==> src/rtl/bcd2bin_pkg.sv <==
`timescale 1ns/1ps
package bcd2bin_pkg;

  localparam int DIGIT_W = 4;

  // 10 raised to n, for constant sizing
  function automatic int pow10(input int n);
    int r;
    r = 1;
    for (int i = 0; i < n; i++) r = r * 10;
    return r;
  endfunction

  // number of shift rows that still contain a live correction
  function automatic int row_count(input int digits);
    int k;
    k = 0;
    while (((pow10(digits) - 1) >> k) >= 10) k++;
    return k;
  endfunction

  // width of the largest legal result
  function automatic int bin_width(input int digits);
    return $clog2(pow10(digits));
  endfunction

  // a cell is needed on digit pos in row step only when the digit above
  // it can still be non-zero before that row's shift
  function automatic bit cell_used(input int digits, input int pos, input int step);
    return ((pow10(digits) - 1) >> (step - 1)) >= pow10(pos + 1);
  endfunction

endpackage

==> src/rtl/bcd_fix_cell.sv <==
`timescale 1ns/1ps
module bcd_fix_cell #(
  parameter int W = 4
) (
  input  logic [W-1:0] digit_i,
  output logic [W-1:0] digit_o
);

  // minus three in W-bit two's complement (1101 for W=4)
  localparam logic [W-1:0] MINUS3 = W'((1 << W) - 3);

  logic [W-1:0] addend;
  logic [W-1:0] sum;

  always_comb begin
    addend = digit_i[W-1] ? MINUS3 : '0;
    sum    = digit_i + addend;   // carry out falls off the top
  end

  assign digit_o = sum;

endmodule

==> src/rtl/bcd2bin_row.sv <==
`timescale 1ns/1ps
module bcd2bin_row import bcd2bin_pkg::*; #(
  parameter  int DIGITS = 4,
  parameter  int STEP   = 1,
  localparam int IN_W   = DIGITS * DIGIT_W + STEP - 1,
  localparam int OUT_W  = IN_W + 1
) (
  input  logic [IN_W-1:0]  st_i,
  output logic [OUT_W-1:0] st_o
);

  // Shifting the field right by one keeps every bit index and moves the
  // decimal/binary boundary up by one: a zero enters at the top.
  logic [OUT_W-1:0] shifted;
  assign shifted = {1'b0, st_i};

  // binary part below the boundary passes straight through
  assign st_o[STEP-1:0] = shifted[STEP-1:0];

  for (genvar j = 0; j < DIGITS; j++) begin : g_dig
    localparam int LO = STEP + j * DIGIT_W;
    if (cell_used(DIGITS, j, STEP)) begin : g_fix
      bcd_fix_cell #(.W(DIGIT_W)) u_cell (
        .digit_i (shifted[LO +: DIGIT_W]),
        .digit_o (st_o[LO +: DIGIT_W])
      );
    end else begin : g_pass
      assign st_o[LO +: DIGIT_W] = shifted[LO +: DIGIT_W];
    end
  end

endmodule

==> src/rtl/bcd2bin_array.sv <==
`timescale 1ns/1ps
module bcd2bin_array import bcd2bin_pkg::*; #(
  parameter  int DIGITS = 4,
  localparam int BCD_W  = DIGITS * DIGIT_W,
  localparam int ROWS   = row_count(DIGITS),
  localparam int BIN_W  = bin_width(DIGITS),
  localparam int ST_W   = BCD_W + ROWS
) (
  input  logic [BCD_W-1:0] bcd_i,
  output logic [BIN_W-1:0] bin_o
);

  logic [ST_W-1:0] final_st;

  for (genvar k = 1; k <= ROWS; k++) begin : g_row
    logic [BCD_W+k-1:0] st;
    if (k == 1) begin : g_first
      bcd2bin_row #(.DIGITS(DIGITS), .STEP(k)) u_row (
        .st_i (bcd_i),
        .st_o (st)
      );
    end else begin : g_next
      bcd2bin_row #(.DIGITS(DIGITS), .STEP(k)) u_row (
        .st_i (g_row[k-1].st),
        .st_o (st)
      );
    end
  end

  assign final_st = g_row[ROWS].st;

  // after the last row only the lowest digit can be non-zero; it joins
  // the binary bits to form the result
  assign bin_o = final_st[BIN_W-1:0];

endmodule

==> config.mk <==
export PLATFORM = sky130hd
export DESIGN_NAME = bcd2bin_array
export DESIGN_NICKNAME = d
export VERILOG_FILES = /design/src/rtl/bcd2bin_pkg.sv /design/src/rtl/bcd_fix_cell.sv /design/src/rtl/bcd2bin_row.sv /design/src/rtl/bcd2bin_array.sv
export SDC_FILE = /design/constraint.sdc
export NUM_CORES = 1
export LEC_CHECK = 0
export ABC_AREA = 0
export BUFFER_PORTS_ARGS = -buffer_cell sky130_fd_sc_hd__buf_4
export CORE_ASPECT_RATIO = 0.9
export CORE_MARGIN = 4
export CORE_UTILIZATION = 45
export DETAILED_ROUTE_END_ITERATION = 8
export PLACE_DENSITY = 0.66
export SLEW_MARGIN = 20
export SYNTH_ARGS = -nofsm -noshare
export SYNTH_HDL_FRONTEND = slang
export SYNTH_SLANG_ARGS = --single-unit
==> constraint.sdc <==
create_clock -name vclk -period 6.83
set_clock_uncertainty 0.05 [all_clocks]
set_input_delay 0.3415 -clock vclk [all_inputs]
set_output_delay 0.3415 -clock vclk [all_outputs]
set_load 0.005 [all_outputs]
==> metrics.txt, run 1 <==
Die Ht=56.3 um; top post-synthesis cells by count=ha_1 (61), xor2_1 (20), a31o_1 (14), a31o_2 (3); hpwl dp=1.82 mm; row count=17; yosys warns=0; Crit path top cell by count=ha_1; Chip Width=61.7 um; max cap viols=0; Hold/Removal Path Class=input port to output pin; port bufs=28; crit-path cells=buf_4 -> ha_1 -> a31o_2 -> ha_1 -> a31o_1 -> ha_1 -> a31o_1 -> ha_1 -> a31o_1 -> ha_1 -> a31o_1 -> ha_1 -> a31o_1 -> ha_1 -> a31o_1 -> ha_1 -> a31o_1 -> ha_1 -> a31o_1 -> ha_1 -> a31o_1 -> buf_4; CP Max Fanout=2; status=complete, no violations; slowest stage delay, CP=320 ps; cts repair resizes=0; post-synth top area share=0.655; Final Hold Fails=0; post-synthesis sequential area ratio=0; wire length on met2=882 um; RSZ-0062 raised after global routing=no; vias in the first global route=851; FF/Latch Area=0 um2; area of the multi-input gates=1160 um2; Synth area leaders=ha_1 (65%), xor2_1 (15%), a31o_1 (11%), xor2_4 (2.4%), a31o_2 (2.3%); post-CTS setup buffer count=0; CP startpoint kind=input port; final core utilization=0.569; count leader, synth=ha_1; initial antenna violation count=0; Top-Level Pins=30; number of clock buffers in the layout=0; fillers=227; largest net degree at the start of global routing=3; Post-Synth XOR/XNOR Area=0.195; number of nets with antenna violations after routing=0; Post-Syn Area=1170 um2; gpl congestion=0.772; M1 WL=910 um; DR vias=872; max-slew violation count=0; critical path's slowest cell=ha_1; nets=210; Syn Area/Cell=11.2 um2; metal3 WL=53 um; mux share of post-synthesis cell area=0; syn_nets=181; critical path type=input port to output pin; setup_tns=0 ps; DRC=0; vias per cell=5.48; area leader, netlist=ha_1; seq_cells=0; DR top layer=met3; adder-cell share of the synthesized area=0.655; Synth-to-Final Area Change=20.4%; f_max=164 MHz; first-pass GRT wire length=3.22 mm; Distinct cells, synth=10; Die Area=3470 um2; CP endpoint kind=output pin; Tightest Pin Transition=228 ps; share of cells above drive strength 1=0.260; Synth Area in Simple Gates=0; Avg WL per Cell=11.6 um; final period utilization=0.893; total grt overflow=0; Core Area=2470 um2; Compound-Gate Fraction of Synth Area=0.144; DR pass1 iterations=2; total track usage=0.111; final setup vio count=0; ant diodes=0; Syn Inst Count=104; Critical Path AT=5710 ps; hold_buf cts=0; WP data required=6440 ps; post-layout minimum cycle time=6100 ps; WL final=1.85 mm; Iteration-0 DRC Markers=2; largest family of logic cells by synthesized area=adder cells; Initial Util=0.473; Slew headroom=0.847
## metrics by stage
| step | setup slack, ps | hold slack, ps | instances | area, um2 |
|---|---|---|---|---|
| detailed placement | 710 | 633 | 159 | 1400 |
| finish | 732 | 633 | 159 | 1400 |
| global route | 515 | 633 | 159 | 1400 |
| CTS | 707 | 633 | 159 | 1400 |
| floorplan | 1180 | 714 | 104 | 1170 |
| global placement | 813 | 633 | 159 | 1400 |
## metal layers
layer,vias up,GRT usage
met5,-,0
met1,388,0.152
met4,0,0
li1,473,-
met3,0,0
met2,11,0.200
## layout make-up
cell class,count,area share
multi-input cells,103,0.825
repair buffers,28,0.150
well taps,28,0.0250
## cells in the final DEF (no fill, tap or decap)
master   instances
a31o_1          14
a31o_2           3
a31oi_1          1
a31oi_2          1
buf_4           28
ha_1            61
xnor2_1          1
xnor2_2          1
xor2_1          20
xor2_4           1
## cell families (layout without fill, tap and decap cells)
| kind of cell | after synthesis | after routing |
|---|---|---|
| buf+inv | 1 | 28 |
| compound gates | 19 | 19 |
| xor+xnor | 23 | 23 |
| fa+ha+maj | 61 | 61 |
## worst paths after layout
kind	startpoint	endpoint	slack, ps	cells past startpoint
min	bcd_i[0]	bin_o[0]	630	0
max	bcd_i[3]	bin_o[13]	730	22
## critical path, delay by kind of cell
kind / cells / cell delay (ps)
fa+ha+maj: 10 / 3130
buf+inv: 2 / 240
compound gates: 10 / 2000
Power of run 1 is left out: the tool's default activity adds up to more than one toggle a clock period on the data nets, which glitch-free logic cannot reach.
==> run 2: changes to the inputs <==
- PLACE_DENSITY: 0.66 -> 0.61
- SYNTH_HIERARCHICAL: unset -> 1
==> run 2 against run 1 <==
Effect of this change: core utilization fell by 16 points; synthesized cell count rose by 63%; clock-buffer cell count did not move; die area rose by 35%; non-clock buffer count did not move; final cell count rose by 10%; highest routed layer unchanged; sequential share of layout area did not move; routed wire length rose by 9.8%; design area did not move; worst hold slack barely moved; via count rose by 2.5%.
==> metrics.txt, run 2 <==
status=complete, no violations; Slew headroom=0.846; port bufs=28; WL final=2.03 mm; Syn Inst Count=170; vias in the first global route=922; post-layout minimum cycle time=6010 ps; DRC=0; largest net degree at the start of global routing=3; CP endpoint kind=output pin; Iteration-0 DRC Markers=7; DR pass1 iterations=3; Initial Util=0.475; number of nets with antenna violations after routing=0; row count=20; Worst Hold End=bin_o[0]; initial antenna violation count=0; Final Hold Fails=0; Critical Path AT=5610 ps; commonest non-fill, non-tap cell in the layout=ha_1; total track usage=0.0872; slowest stage delay, CP=330 ps; CP startpoint kind=input port; Post-Syn Area=1640 um2; Syn Area/Cell=9.66 um2; final core utilization=0.407; number of clock buffers in the layout=0; f_max=167 MHz; WP data required=6440 ps; share of cells above drive strength 1=0.214; fillers=351; yosys warns=6; final setup vio count=0; Die Ht=65.3 um; max-slew violation count=0; first-pass GRT wire length=3.53 mm; total grt overflow=0; setup_tns=0 ps; Hold Path Origin=bcd_i[0]; hpwl dp=1.98 mm; syn_nets=249; Hold Path Stages=0; hold_buf cts=0; cts repair resizes=0; nets=212; Hold/Removal Path Class=input port to output pin; max cap viols=0; final period utilization=0.879; gpl congestion=0.718; RSZ-0062 raised after global routing=no; CP Max Fanout=2; Tightest Pin Transition=231 ps; crit-path cells=buf_4 -> ha_1 -> a31o_1 -> ha_1 -> a31o_1 -> ha_1 -> a31o_1 -> ha_1 -> a31o_1 -> ha_1 -> a31o_1 -> ha_1 -> a31o_1 -> ha_1 -> a31o_1 -> ha_1 -> a31o_1 -> ha_1 -> a31o_1 -> ha_1 -> a31o_1 -> buf_4; post-CTS setup buffer count=0; Chip Width=71.7 um; vias per cell=5.11; ant diodes=0; critical path type=input port to output pin; Top-Level Pins=30; Die Area=4680 um2; seq_cells=0; Synth-to-Final Area Change=-14.5%; Avg WL per Cell=11.6 um; DR vias=894; FF/Latch Area=0 um2; critical path's slowest cell=ha_1; most frequent cells in the layout=ha_1 (63), buf_4 (28), xor2_1 (21); Core Area=3450 um2
run 2: worst max path at each step:
stage,cells after the start,from,slack [ps],to
2_1_floorplan,20,bcd_i[3],1250,bin_o[13]
3_3_place_gp,22,bcd_i[3],900,bin_o[13]
4_1_cts,22,bcd_i[3],790,bin_o[13]
5_1_grt,22,bcd_i[3],620,bin_o[13]
3_5_place_dp,22,bcd_i[3],820,bin_o[13]
6_report,22,bcd_i[3],820,bin_o[13]
run 2: cell type report:
type | count | area, um2 | share of cell area
multi-input combinational | 103 | 1140 | 0.811
timing repair buffer | 28 | 210 | 0.150
tap | 44 | 55.1 | 0.0392
run 2: worst max-delay path: cells and delay by family:
| family | cells | cell delay (ps) |
|---|---|---|
| AOI/OAI and AO/OA | 10 | 1890 |
| buffers and inverters | 2 | 240 |
| adders and majority gates | 10 | 3160 |
run 2: through the flow:
step	hold slack [ps]	instances	worst slack (ps)	instance area, um2
6_report	633	175	824	1400
5_1_grt	633	175	617	1400
4_1_cts	633	175	793	1400
3_5_place_dp	633	175	820	1400
3_3_place_gp	633	175	902	1400
2_1_floorplan	1460	170	1250	1640
run 2: layer usage:
metal,GRT usage,vias to the layer above,part of all wire
li1,-,468,-
met1,0.101,411,0.43
met2,0.181,15,0.52
met3,0.00612,0,0.049
met4,0,0,0
met5,0,-,0
Power of run 2 is left out for the same reason.
